==> src/rtl/odr_pkg.sv <==
package odr_pkg;

  typedef enum logic [2:0] {
    ST_IDLE,
    ST_WAIT,
    ST_DRIVE,
    ST_PULSE,
    ST_SETTLE
  } odr_state_e;

  localparam logic SIDE_HOST = 1'b0;
  localparam logic SIDE_CARD = 1'b1;

  // Counter width needed to hold DELAY-1
  function automatic int unsigned odr_cnt_w(input int unsigned delay);
    return (delay > 1) ? $clog2(delay) : 1;
  endfunction

  // Arbitration: host wins a tie
  function automatic logic odr_pick(input logic host_fall, input logic card_fall);
    return (card_fall && !host_fall) ? SIDE_CARD : SIDE_HOST;
  endfunction

  // Cycles the slave pull-down stays on for a master LOW of low_len cycles
  function automatic int odr_hold_cycles(input int low_len, input int delay);
    return (low_len > delay) ? (low_len - delay) : 0;
  endfunction

endpackage

==> src/rtl/odr_line_sampler.sv <==
module odr_line_sampler (
  input  logic clk,
  input  logic rst_n,
  input  logic line_i,
  output logic level_o,
  output logic fall_o
);
  logic smp_q;
  logic prv_q;

  always_ff @(posedge clk or negedge rst_n) begin
    if (!rst_n) begin
      smp_q <= 1'b1;
      prv_q <= 1'b1;
    end else begin
      smp_q <= line_i;
      prv_q <= smp_q;
    end
  end

  assign level_o = smp_q;
  assign fall_o  = prv_q & ~smp_q;
endmodule

==> src/rtl/odr_delay_timer.sv <==
module odr_delay_timer #(
  parameter int unsigned DELAY_CYC = 4
) (
  input  logic clk,
  input  logic rst_n,
  input  logic load_i,
  output logic done_o
);
  localparam int unsigned CW = odr_pkg::odr_cnt_w(DELAY_CYC);
  localparam logic [CW-1:0] RELOAD = CW'(DELAY_CYC - 1);

  logic [CW-1:0] cnt_q;

  always_ff @(posedge clk or negedge rst_n) begin
    if (!rst_n) begin
      cnt_q <= '0;
    end else if (load_i) begin
      cnt_q <= RELOAD;
    end else if (cnt_q != '0) begin
      cnt_q <= cnt_q - 1'b1;
    end
  end

  assign done_o = (cnt_q == '0);
endmodule

==> src/rtl/od_line_repeater.sv <==
module od_line_repeater
  import odr_pkg::*;
#(
  parameter int unsigned DELAY_CYC = 4
) (
  input  logic clk,
  input  logic rst_n,
  input  logic session_en,
  input  logic host_line_i,
  input  logic card_line_i,
  output logic host_pd_n_o,
  output logic host_pu_o,
  output logic card_pd_n_o,
  output logic card_pu_o
);
  odr_state_e st_q, st_d;
  logic       mst_q, mst_d;
  logic       tmr_load, tmr_done;
  logic [1:0] line_in, side_lvl, side_fall, pd_act, pu_act;

  // named events for the checker
  logic idle_w, settle_w, master_lvl, evt_take, evt_release;

  assign line_in = {card_line_i, host_line_i};

  for (genvar g = 0; g < 2; g++) begin : g_side
    odr_line_sampler u_smp (
      .clk     (clk),
      .rst_n   (rst_n),
      .line_i  (line_in[g]),
      .level_o (side_lvl[g]),
      .fall_o  (side_fall[g])
    );
    assign pd_act[g] = session_en & (st_q == ST_DRIVE) & (mst_q != 1'(g));
    assign pu_act[g] = session_en & (st_q == ST_PULSE) & (mst_q != 1'(g));
  end

  odr_delay_timer #(.DELAY_CYC(DELAY_CYC)) u_tmr (
    .clk    (clk),
    .rst_n  (rst_n),
    .load_i (tmr_load),
    .done_o (tmr_done)
  );

  assign idle_w      = (st_q == ST_IDLE);
  assign settle_w    = (st_q == ST_SETTLE);
  assign master_lvl  = side_lvl[mst_q];
  assign evt_take    = session_en & idle_w & (|side_fall);
  assign evt_release = session_en & (st_q == ST_DRIVE) & master_lvl;

  always_comb begin
    st_d     = st_q;
    mst_d    = mst_q;
    tmr_load = 1'b0;
    if (!session_en) begin
      st_d = ST_IDLE;
    end else begin
      unique case (st_q)
        ST_IDLE: if (evt_take) begin
          st_d     = ST_WAIT;
          mst_d    = odr_pick(side_fall[0], side_fall[1]);
          tmr_load = 1'b1;
        end
        ST_WAIT:   if (tmr_done) st_d = ST_DRIVE;
        ST_DRIVE: if (evt_release) begin
          st_d     = ST_PULSE;
          tmr_load = 1'b1;
        end
        ST_PULSE:  if (tmr_done) st_d = ST_SETTLE;
        ST_SETTLE: if (&side_lvl) st_d = ST_IDLE;
        default:   st_d = ST_IDLE;
      endcase
    end
  end

  always_ff @(posedge clk or negedge rst_n) begin
    if (!rst_n) begin
      st_q  <= ST_IDLE;
      mst_q <= SIDE_HOST;
    end else begin
      st_q  <= st_d;
      mst_q <= mst_d;
    end
  end

  assign host_pd_n_o = ~pd_act[0];
  assign card_pd_n_o = ~pd_act[1];
  assign host_pu_o   = pu_act[0];
  assign card_pu_o   = pu_act[1];
endmodule

==> config.mk <==
export PLATFORM = sky130hd
export DESIGN_NAME = od_line_repeater
export DESIGN_NICKNAME = d
export VERILOG_FILES = /design/src/rtl/odr_pkg.sv /design/src/rtl/odr_line_sampler.sv /design/src/rtl/odr_delay_timer.sv /design/src/rtl/od_line_repeater.sv
export SDC_FILE = /design/constraint.sdc
export NUM_CORES = 1
export LEC_CHECK = 0
export BUFFER_PORTS_ARGS = -buffer_cell sky130_fd_sc_hd__buf_2
export CORE_MARGIN = 8
export CORE_UTILIZATION = 32
export DETAILED_ROUTE_END_ITERATION = 10
export SYNTH_ARGS = -nofsm -noshare
export SYNTH_HDL_FRONTEND = slang
export SYNTH_HIERARCHICAL = 1
export SYNTH_SLANG_ARGS = --single-unit
==> constraint.sdc <==
create_clock -name clk -period 1.2 [get_ports clk]
set_input_delay 0.36 -clock clk [delete_from_list [all_inputs] [get_ports clk]]
set_output_delay 0.36 -clock clk [all_outputs]
set_load 0.005 [all_outputs]
# ---- After elaboration in Yosys (flattened, before gate mapping)
# Cells that the tools add are included.
# Widths: inputs -> output; s select.
dict set report word_totals {
  regBits 10
  inputBits 5
  output_inout_bits 4
  elab_cells 60
}
dict set report op_classes {
  addsub 1
  magnitude_cmp 1
  n_eq_ne 9
  mux 16
  bitwise 16
  reduce_logical 10
}
# operator n
set op_table {}
lappend op_table {{$mux 3} 6}
lappend op_table {{$pmux 3 s5} 1}
lappend op_table {{$and 1x1->1} 11}
lappend op_table {{$ne 3x3->1 const B} 3}
lappend op_table {{$eq 3x2->1 const B} 2}
lappend op_table {{$mux 1} 6}
lappend op_table {{$ne 3x2->1 const B} 2}
lappend op_table {{$not 1->1} 5}
lappend op_table {{$reduce_and 5->1} 1}
lappend op_table {{$mux 2} 2}
lappend op_table {{$reduce_bool 2->1} 2}
lappend op_table {{$eq 3x1->1 const B} 1}
lappend op_table {{$eq 3x3->1 const B} 1}
lappend op_table {{$logic_not 3->1} 1}
lappend op_table {{$reduce_and 3->1} 1}
lappend op_table {{$logic_not 2->1} 1}
lappend op_table {{$lt 1x2->1 const B} 1}
lappend op_table {{$pmux 1 s2} 1}
lappend op_table {{$reduce_and 2->1} 1}
lappend op_table {{$reduce_or 2->1} 1}
lappend op_table {{$sub 2x1->2 const B} 1}
lappend op_table {{$logic_and 1x1->1} 1}
lappend op_table {{$logic_not 1->1} 1}

# ---- Longest topological paths before layout
# Gate-level depths: netlist of run 1.
dict set report depth {
  ltp_word 8
  mapped_depth 5
  depth_no_buf 5
}

# ---- Modules after synthesis
# The synthesis of run 1 kept the hierarchy.
# mod instances cells_each area_each_um2 seq_area_each_um2
set modules_own_cells {}
lappend modules_own_cells {od_line_repeater 1 30 260.2 100.1}
lappend modules_own_cells {odr_line_sampler 2 3 66.3 52.6}
lappend modules_own_cells {odr_delay_timer 1 9 97.6 50.0}

# ---- Worst setup path before layout of run 1
# No wires, ideal clock.
dict set report synth_path {
  kind {register to register}
  from {register g_side[1].u_smp.smp_q}
  to {register u_tmr.cnt_q[1]}
  setup_time_ns 0.124
  t_arrival_ns 1.145
  t_required_ns 1.076
  path_slack_ns -0.069
  path_stages_with_launch 5
  path_buffers 0
  path_cell_list {dfstp_2 > nor2b_4 > nor3_1 > a2111oi_2 > a211o_1}
}
dict set report synth_via {
  elab_chain_len 8
}
# item line
set synth_rtl {}
lappend synth_rtl {{start: declaration} odr_line_sampler.sv:8} ;# logic smp_q;
lappend synth_rtl {{start signal: assignment} odr_line_sampler.sv:16} ;# smp_q <= line_i;
lappend synth_rtl {{$not 1->1 *} odr_line_sampler.sv:22} ;# assign fall_o = prv_q & ~smp_q;
lappend synth_rtl {{$and 1x1->1 *} odr_line_sampler.sv:22}
lappend synth_rtl {{named net side_fall[1]} od_line_repeater.sv:19} ;# logic [1:0] line_in, side_lvl, side_fall, pd_act, pu_act;
lappend synth_rtl {{$reduce_or 2->1 *} od_line_repeater.sv:48} ;# assign evt_take = session_en & idle_w & (|side_fall);
lappend synth_rtl {{$and 1x1->1 *} od_line_repeater.sv:48}
lappend synth_rtl {{$mux 1 *} od_line_repeater.sv:59} ;# ST_IDLE: if (evt_take) begin
lappend synth_rtl {{$pmux 1 s2 *} od_line_repeater.sv:58} ;# unique case (st_q)
lappend synth_rtl {{$mux 1 *} od_line_repeater.sv:55} ;# if (!session_en) begin
lappend synth_rtl {{named net tmr_load} od_line_repeater.sv:18} ;# logic tmr_load, tmr_done;
lappend synth_rtl {{$mux 2 or $reduce_bool 2->1 (tied branches)} n/a}
lappend synth_rtl {{end signal: assignment} odr_delay_timer.sv:20} ;# cnt_q <= cnt_q - 1'b1;
lappend synth_rtl {{end: declaration} odr_delay_timer.sv:12} ;# logic [CW-1:0] cnt_q;
# The timed path passes the listed nets; every way through them passes the cells marked *. The select of a mux whose other input is x is not followed.
# A chain may end at the register's enable or synchronous reset.

# ---- Worst setup path in the final report of run 1
dict set report layout_path {
  from {register st_q[2]}
  to {output host_pd_n_o}
}
dict set report layout_via {
  elab_chain_len 4
}
# item line
set layout_rtl {}
lappend layout_rtl {{start: declaration} od_line_repeater.sv:16} ;# odr_state_e st_q, st_d;
lappend layout_rtl {{start signal: assignment} od_line_repeater.sv:81} ;# st_q <= st_d;
lappend layout_rtl {{$eq 3x2->1} od_line_repeater.sv:34} ;# assign pd_act[g] = session_en & (st_q == ST_DRIVE) & (mst_q != 1'(g));
lappend layout_rtl {{$and 1x1->1 (2 in a row)} od_line_repeater.sv:34}
lappend layout_rtl {{$not 1->1} od_line_repeater.sv:86} ;# assign host_pd_n_o = ~pd_act[0];
lappend layout_rtl {{end: declaration} od_line_repeater.sv:11} ;# output logic host_pd_n_o,
# Every way passes these cells.

==> results.yml, run 1 <==
cells_and_area:
  flow.area_growth_from_synthesis_pct: 53.8
  post_route_cells_drive_above_1_share: 0.621
  n_antenna_cell: 0
  nets: 73
power:
  seqPwrFrac: 0.391
  pwr-share-comb: 0.406
  worst_ir_drop_vdd_mv: 0.827
  sw_frac_of_total: 0.336
  clock_power_share: 0.203
  power.switching_w: 0.000403
  pwrdens_mw_per_mm2: 1590
  power.static_leakage_nw: 0.326
  cellInternalPower_w: 0.000796
logic_synthesis:
  postSynthCellCount: 45
  ys_seq_area_frac: 0.520
  syn_avg_cell_area_um2: 10.9
  synth.net_count: 51
  synth.cell_area_um2: 490
  syn_warnings: 6
  yosys_register_bits: 10
  yosys.cell_types.count: 20
global_route:
  globalRoute.totalOverflow: 0
  initial_antenna_violation_count: 0
  first_global_vias: 438
  grt_usage: 0.0829
  grt_pass1_wl_mm: 1.83
  grt_max_degree: 11
critical_path:
  rr_worst_depth: 4
  critical_path.cell_chain: "nand2b_4, nor2_4, nand3_2, buf_2"
  timing.reg2reg.setup_slack_ps: -100
  worst_r2r_startpoint: "mst_q"
  worst_ep_required_time_ps: 840
  crit-reg2reg-capture: "u_tmr/cnt_q[1]"
  cp.arrival_ps: 1120
  critical-path-max-stage-delay_ps: 380
  critical_path.max_fanout: 4
  critPathLaunchType: "flop"
  critPathKind: "reg2out"
  timing.critical_path.slowest_stage_cell: "dfrtp_1"
  setup.worst_path.end_class: "output port"
die:
  design.core.area_mm2: 0.00147
  initial_utilization: 0.333
  num_io_pins: 9
  chipHeight_um: 55.2
  fp-row-count: 14
  dieArea_mm2: 0.00304
  fp.dieW_um: 55.2
clock_tree:
  clk_buf_depth: 2
  count_of_h_tree_levels_built_during_cts: 1
  tritoncts_num_sinks: 10
  ctsRootBufferMaster: "clkbuf_4"
  cts.reportedPaths.clkPinSlew_ps: 70
  tritoncts.num_buffers: 3
  clkLatencyLatePin_ps: 260
  tritoncts: "yes"
routing:
  drcViolationCount: 0
  antenna_violating_nets_post_route: 0
  vias: 406
  drt-total-wl_mm: 1.04
  via_per_inst: 4.95
  routed_wire_length_per_instance_um: 12.7
  drt_first_pass_iters: 2
  drt_first_iter_violations: 1
timing:
  grt_setup_unrepaired: "true"
  max-slew-margin-rel: 0.811
  holdWs_ps: 198
  slew_worst_pin_ps: 278
  layout_worst_path_cycle_share: 1.23
  final_worst_path_setup_slack_ps: -276
  timing.clock.skew_ps: 10.7
  finalSetupViolations: 7
  minimum_period_implied_by_the_final_worst_setup_slack_ps: 1480
  fmax_mhz: 678
  drv_slew: 0
  final_hold_viol_count: 0
placement:
  gp_routability_congestion: 0.722
  place_ws_ps: -102
  port_buffers: 8
  dp.final_hpwl_um: 719
status:
  violations: "setup timing"
  status: "finished with violations"
worst_hold_path:
  min-delay-start: "host_line_i"
  worstHoldEndpoint: "g_side[0].u_smp/level_o"
  timing.hold.worst.class: "in2reg"
  cells_on_worst_hold_path: 1
run:
  max-cap-violations: 0
## power by group through the flow
stage | registers, W | logic [W] | clock network [W]
3_3_place_gp | 0.000476 | 0.000318 | 0
6_report | 0.000469 | 0.000487 | 0.000243
2_1_floorplan | 0.000466 | 0.000246 | 0
4_1_cts | 0.000465 | 0.000446 | 0.000250
5_1_grt | 0.000479 | 0.000548 | 0.000265
3_5_place_dp | 0.000478 | 0.000326 | 0
## layout by cell type (no fill, tap or decap), drive strengths merged
cell,count
buf,17
dfrtp,6
dfstp,4
clkbuf,4
nor2,4
nand3,3
inv,3
nor3,3
nand2,3
nand2b,3
nor2b,3
a31oi,2
xor2,2
a211o,2
mux2i,1
a2111oi,1
a21oi,1
nand4b,1
a21boi,1
dlygate4sd3,1
ha,1
## flip-flops by register name, summed over array words and instances, names as in the netlist
register,count
g_side.u_smp/level_o,2
g_side.u_smp/prv_q,2
mst_q,1
st_q,3
u_tmr/cnt_q,2
## final cells by class
type / count / area [um^2]
clock buffers: 4 / 26.3
flip-flops and latches: 10 / 256
well taps: 16 / 20.0
repair buffers: 18 / 141
fillers: 143 / 717
multi-input cells: 31 / 299
inverters: 3 / 11.3
## synth_stat cells
master	instances	area, um^2
dfrtp_1	6	150
buf_2	1	5.00
nor2_1	4	15.0
nor3_1	3	15.0
inv_1	3	11.3
a31oi_1	2	12.5
nor2b_1	1	6.26
a2111oi_2	1	15.0
a21oi_2	1	8.76
dfstp_2	4	105
nand2_1	3	11.3
mux2i_1	1	10.0
nand3_1	3	15.0
nand2b_1	3	18.8
nand4b_1	1	8.76
xor2_1	2	17.5
nor2b_4	2	27.5
a211o_1	2	17.5
ha_1	1	12.5
a21boi_0	1	7.51
## timing repair
action                                 4_1_cts  5_1_grt
endpoints found under the hold margin        6        0
setup buffers                                3        1
hold buffers                                 1        0
gates resized for setup                     13        7
setup endpoints to repair                    7       10
pin swaps                                    6        6
## worst max path at each step
stage                                from             end  slack [ps]  cells past startpoint
floorplan           g_side[1].u_smp/prv_q  u_tmr/cnt_q[0]         -20                      4
global placement               session_en     card_pd_n_o         -80                      5
detailed placement  g_side[0].u_smp/prv_q  u_tmr/cnt_q[0]        -100                      4
CTS                               st_q[2]       card_pu_o        -290                      3
global route                      st_q[2]     host_pd_n_o        -340                      4
finish                            st_q[2]     host_pd_n_o        -280                      4
## kinds of logic after synthesis
group	Yosys count	synth area share
xor+xnor	2	0.0357
fa+ha+maj	1	0.0255
simple gates	20	0.240
compound gates	7	0.125
mux	1	0.0204
buf+inv	4	0.0332
flops	10	0.520
## per-stage QoR
stage / instances / TNS (ps) / instance area [um^2] / utilization / total power, W
floorplan: 45 / -35.5 / 495 / - / 0.000712
global placement: 73 / -370 / 588 / 0.400 / 0.000794
detailed placement: 73 / -509 / 588 / 0.400 / 0.000804
CTS: 81 / -1250 / 718 / 0.488 / 0.00116
global route: 82 / -1700 / 754 / 0.513 / 0.00129
finish: 82 / -1230 / 754 / 0.513 / 0.00120
## critical path: cells and delay by family, from the launching register on
kind | cells | cell delay [ps]
flip-flops | 1 | 380
AND/OR/NAND/NOR | 3 | 340
buffers and inverters | 1 | 130
## metal layers
metal	vias to the layer above	wire length [um]	global-route usage
met2	11	496	0.127
met4	0	27	0.0720
met3	2	56	0.00802
met1	196	461	0.101
li1	197	-	-
met5	-	0	0
No activity file was read; power rests on OpenSTA's default activity.
==> inputs of run 2 (changes only) <==
--- a/config.mk
+++ b/config.mk
@@ -6,9 +6,10 @@
 export NUM_CORES = 1
 export LEC_CHECK = 0
 export BUFFER_PORTS_ARGS = -buffer_cell sky130_fd_sc_hd__buf_2
-export CORE_MARGIN = 8
-export CORE_UTILIZATION = 32
+export CORE_AREA = 8 8 45 47
 export DETAILED_ROUTE_END_ITERATION = 10
+export DIE_AREA = 0 0 53 55
+export PLACE_DENSITY = 0.63
 export SYNTH_ARGS = -nofsm -noshare
 export SYNTH_HDL_FRONTEND = slang
 export SYNTH_HIERARCHICAL = 1
==> run 2 against run 1 <==
The run still ends with setup timing left; first-iteration DRC count rose to 11 times the previous value; register-to-register slack improved by 50 ps; via count rose by 2.5%; setup slack improved by 2.9 ps; utilization up 1.3 points; clock skew down 2.3 ps; non-clock buffer count up 1; sequential share of layout area increased by 1.4 points; clock power is essentially flat; sequential power up 2%; routed wire length grew 8.4%; largest cell class unchanged; largest power group is now sequential cells.
==> results.yml, run 2 (synthesis gave the netlist of run 1 again) <==
global_route:
  first_global_vias: 418
  grt_usage: 0.0877
  grt_pass1_wl_mm: 1.85
  globalRoute.totalOverflow: 0
  grt_max_degree: 11
  initial_antenna_violation_count: 0
timing:
  drv_slew: 0
  final_hold_viol_count: 0
  max-slew-margin-rel: 0.778
  setup-tns-final_ps: -1140
  holdWs_ps: 195
  minimum_period_implied_by_the_final_worst_setup_slack_ps: 1470
  finalSetupViolations: 7
  layout_worst_path_cycle_share: 1.23
  timing.clock.skew_ps: 8.35
  final_worst_path_setup_slack_ps: -273
  slew_worst_pin_ps: 324
  fmax_mhz: 679
  grt_setup_unrepaired: "true"
cells_and_area:
  post_route_cells_drive_above_1_share: 0.582
  registers.top_by_ff_count: "st_q"
  n_antenna_cell: 0
  most-common-layout-cells: "buf_2 (8), buf_4 (8), dfstp_2 (4), dfrtp_1 (4)"
  layout.core_utilization: 0.526
  flow.area_growth_from_synthesis_pct: 48.5
  largest_register_ffs: 3
  nets: 74
placement:
  gp_routability_congestion: 0.693
  port_buffers: 8
  dp.final_hpwl_um: 728
  place_ws_ps: -169
die:
  chipHeight_um: 55
  fp.dieW_um: 53
  dieArea_mm2: 0.00292
  initial_utilization: 0.354
  design.core.area_mm2: 0.00138
  num_io_pins: 9
  fp-row-count: 14
critical_path:
  critPathLaunchType: "flop"
  critical_path.cell_chain: "nand2b_4, nor2_4, nand3_1, buf_2"
  critPathKind: "reg2out"
  cp.arrival_ps: 1110
  critical_path.max_fanout: 4
  critical-path-max-stage-delay_ps: 380
  worst_ep_required_time_ps: 840
  setup.worst_path.end_class: "output port"
  timing.critical_path.slowest_stage_cell: "dfrtp_1"
clock_tree:
  cts.reportedPaths.clkPinSlew_ps: 60
  clk_buf_depth: 2
  clkLatencyLatePin_ps: 270
  count_of_h_tree_levels_built_during_cts: 1
  tritoncts_num_sinks: 10
  ctsRootBufferMaster: "clkbuf_4"
  tritoncts.num_buffers: 3
  tritoncts: "yes"
routing:
  drcViolationCount: 0
  via_per_inst: 5.01
  antenna_violating_nets_post_route: 0
  vias: 416
  drt-total-wl_mm: 1.13
  drt_first_pass_iters: 4
  routed_wire_length_per_instance_um: 13.6
  drt_first_iter_violations: 11
status:
  status: "finished with violations"
  violations: "setup timing"
power:
  power.static_leakage_nw: 0.325
  pwrdens_mw_per_mm2: 1590
  worst_ir_drop_vdd_mv: 0.768
run:
  max-cap-violations: 0
worst_hold_path:
  timing.hold.worst.class: "in2reg"
-- run 2: cell count changes in the layout (fill, tap and decap cells not counted), sizes merged --
cell  delta
buf      +1
-- run 2: power by group --
group / switching (W) / internal, W
Combinational: 0.000214 / 0.000219
Clock: 0.000115 / 0.000128
Sequential: 0.0000650 / 0.000415
Total: 0.000394 / 0.000763
-- run 2: routing by layer --
| metal | up-vias | share of wire | track usage |
|---|---|---|---|
| met5 | - | 0 | 0 |
| met4 | 0 | 0.0062 | 0.0517 |
| met3 | 2 | 0.073 | 0.0348 |
| met2 | 11 | 0.53 | 0.131 |
| met1 | 202 | 0.39 | 0.104 |
| li1 | 201 | - | - |
-- run 2: final timing paths --
path | startpoint | cells after the start | to | slack, ps
worst max-delay path | st_q[2] | 4 | host_pd_n_o | -270
worst min-delay path | host_line_i | 1 | g_side[0].u_smp/level_o | 190
worst max register to register | st_q[2] | 4 | u_tmr/cnt_q[0] | -50
worst min register to register | u_tmr/cnt_q[1] | 1 | u_tmr/cnt_q[1] | 490
max in group asynchronous | rst_n | 2 | g_side[0].u_smp/level_o | 440
min in group asynchronous | rst_n | 2 | u_tmr/cnt_q[0] | 490
-- run 2: area by class of cell --
| cell class | instances | area [um^2] |
|---|---|---|
| fill | 135 | 656 |
| multi-input combinational | 31 | 280 |
| sequential | 10 | 258 |
| timing repair buffer | 19 | 133 |
| clock buffer | 4 | 26.3 |
| tap | 16 | 20.0 |
| inverter | 3 | 11.3 |
-- run 2: timing repair --
item,4_1_cts,5_1_grt
setup endpoints to repair,7,10
hold buffers,1,0
pin swaps,1,2
setup buffers,2,3
gates resized for setup,8,9
endpoints found under the hold margin,6,0
-- run 2: critical path, delay by kind of cell (launching register included) --
family                 cells  cell delay, ps
and+or+nand+nor            3             350
buffers and inverters      1             130
DFF                        1             380
-- run 2: metrics by stage --
| step | total power [W] | area, um^2 | cells |
|---|---|---|---|
| after detailed placement | 0.000808 | 588 | 73 |
| after floorplan | 0.000712 | 495 | 45 |
| final | 0.00116 | 728 | 83 |
| after CTS | 0.00108 | 667 | 80 |
| after global placement | 0.000796 | 588 | 73 |
| after global routing | 0.00125 | 728 | 83 |
==> inputs of run 3 (changes only) <==
--- a/config.mk
+++ b/config.mk
@@ -6,9 +6,9 @@
 export NUM_CORES = 1
 export LEC_CHECK = 0
 export BUFFER_PORTS_ARGS = -buffer_cell sky130_fd_sc_hd__buf_2
-export CORE_AREA = 8 8 45 47
+export CORE_AREA = 4 4 41 43
 export DETAILED_ROUTE_END_ITERATION = 10
-export DIE_AREA = 0 0 53 55
+export DIE_AREA = 0 0 45 47
 export PLACE_DENSITY = 0.63
 export SYNTH_ARGS = -nofsm -noshare
 export SYNTH_HDL_FRONTEND = slang
==> run 3 against run 2 <==
The flow still finishes with violations (setup timing); clock power is 26% higher; design area is 1.9% higher; largest cell class unchanged; register-to-register slack worse by 50 ps; critical endpoint unchanged; global-route usage is 3.2 points higher.
==> results.yml, run 3 (synthesis gave the netlist of run 1 again) <==
timing:
  holdWs_ps: 187
  finalSetupViolations: 7
  max-slew-margin-rel: 0.823
  fmax_mhz: 672
  grt_setup_unrepaired: "true"
  slew_worst_pin_ps: 265
  final_worst_path_setup_slack_ps: -287
  final_hold_viol_count: 0
  minimum_period_implied_by_the_final_worst_setup_slack_ps: 1490
  drv_slew: 0
  timing.clock.skew_ps: 9.06
  layout_worst_path_cycle_share: 1.24
  setup-tns-final_ps: -1250
critical_path:
  worst_ep_required_time_ps: 840
  cp.arrival_ps: 1130
  critPathLaunchType: "flop"
  critical_path.max_fanout: 4
  setup.worst_path.end_class: "output port"
  critPathKind: "reg2out"
cells_and_area:
  final_common_cell: "buf_4"
  largest_register_ffs: 3
  registers.top_by_ff_count: "st_q"
  multi_input_area_um2: 293
  most-common-layout-cells: "buf_4 (10), buf_2 (8), dfstp_2 (4), dfrtp_1 (4)"
  post_route_cells_drive_above_1_share: 0.612
  seqCellArea_um2: 258
  nets: 74
  n_antenna_cell: 0
  nFillCells: 120
  flow.area_growth_from_synthesis_pct: 51.3
  final-instance-count-excl-fill: 82
routing:
  routed_wire_length_per_instance_um: 14.0
  drt-total-wl_mm: 1.15
  drcViolationCount: 0
  vias: 420
  via_per_inst: 5.12
  drt_first_pass_iters: 4
  antenna_violating_nets_post_route: 0
  drt_first_iter_violations: 10
clock_tree:
  clk_buf_depth: 2
  clkLatencyLatePin_ps: 270
  tritoncts: "yes"
  tritoncts.num_buffers: 3
  cts.reportedPaths.clkPinSlew_ps: 60
  ctsRootBufferMaster: "clkbuf_4"
  count_of_h_tree_levels_built_during_cts: 1
  tritoncts_num_sinks: 10
placement:
  gp_routability_congestion: 0.672
  port_buffers: 8
  placedCellCount: 72
  dp.final_hpwl_um: 692
global_route:
  grt_pass1_wl_mm: 1.69
  grt_max_degree: 11
  initial_antenna_violation_count: 0
  grt_usage: 0.120
  globalRoute.totalOverflow: 0
  first_global_vias: 377
die:
  initial_utilization: 0.377
  fp.dieW_um: 45
  design.core.area_mm2: 0.00130
  num_io_pins: 9
  fp-row-count: 13
  dieArea_mm2: 0.00212
  chipHeight_um: 47
power:
  pwrdens_mw_per_mm2: 1670
  worst_ir_drop_vdd_mv: 0.786
  power.static_leakage_nw: 0.327
worst_hold_path:
  timing.hold.worst.class: "in2reg"
status:
  violations: "setup timing"
  status: "finished with violations"
run:
  max-cap-violations: 0
-- run 3: timing repair --
item / CTS / global route
resized for setup: 5 / 11
hold buffers: 1 / 0
setup endpoints to repair: 7 / 10
buffers inserted: 2 / 5
pin swaps: 1 / 6
hold endpoints to repair: 6 / 0
-- run 3: routing by layer --
layer  wire (um)  part of all wire  vias up  GRT usage
li1            -                 -      203          -
met1         443              0.39      205      0.143
met2         621              0.54       10      0.175
met3          68             0.059        2     0.0460
met4          12             0.010        0     0.0877
met5           0                 0        -          0
-- run 3: area by class of cell --
type / count / area share
inverters: 3 / 0.0152
repair buffers: 19 / 0.169
clock buffers: 4 / 0.0489
well taps: 15 / 0.0253
multi-input cells: 31 / 0.395
flip-flops and latches: 10 / 0.347
-- run 3: worst max-delay path, stage by stage, from the launching register on --
cell      delay [ps]
dfrtp_1          380
nand2b_4         180
nor2_4           100
nand3_1           80
buf_2            130
-- run 3: final timing paths --
| path | cells past startpoint | start | end | slack (ps) |
|---|---|---|---|---|
| worst max-delay path | 4 | st_q[2] | host_pd_n_o | -290 |
| worst min-delay path | 1 | host_line_i | g_side[0].u_smp/level_o | 190 |
| worst max register to register | 4 | mst_q | u_tmr/cnt_q[0] | -100 |
| worst min register to register | 1 | u_tmr/cnt_q[1] | u_tmr/cnt_q[1] | 500 |
| max in group asynchronous | 2 | rst_n | g_side[0].u_smp/prv_q | 460 |
| min in group asynchronous | 2 | rst_n | u_tmr/cnt_q[1] | 470 |
-- run 3: power by group --
| part | switching, W | internal [W] |
|---|---|---|
| combinational | 0.000227 | 0.000230 |
| clock | 0.000123 | 0.000184 |
| sequential | 0.0000616 | 0.000415 |
| total | 0.000411 | 0.000829 |
-- run 3: through the flow --
| step | cell area [um^2] | setup slack [ps] | total power (W) | util |
|---|---|---|---|---|
| CTS | 664 | -262 | 0.00113 | 0.511 |
| floorplan | 495 | -22.7 | 0.000712 | - |
| global placement | 587 | -151 | 0.000798 | 0.451 |
| global route | 742 | -366 | 0.00133 | 0.570 |
| finish | 742 | -287 | 0.00124 | 0.570 |
| detailed placement | 587 | -170 | 0.000804 | 0.451 |
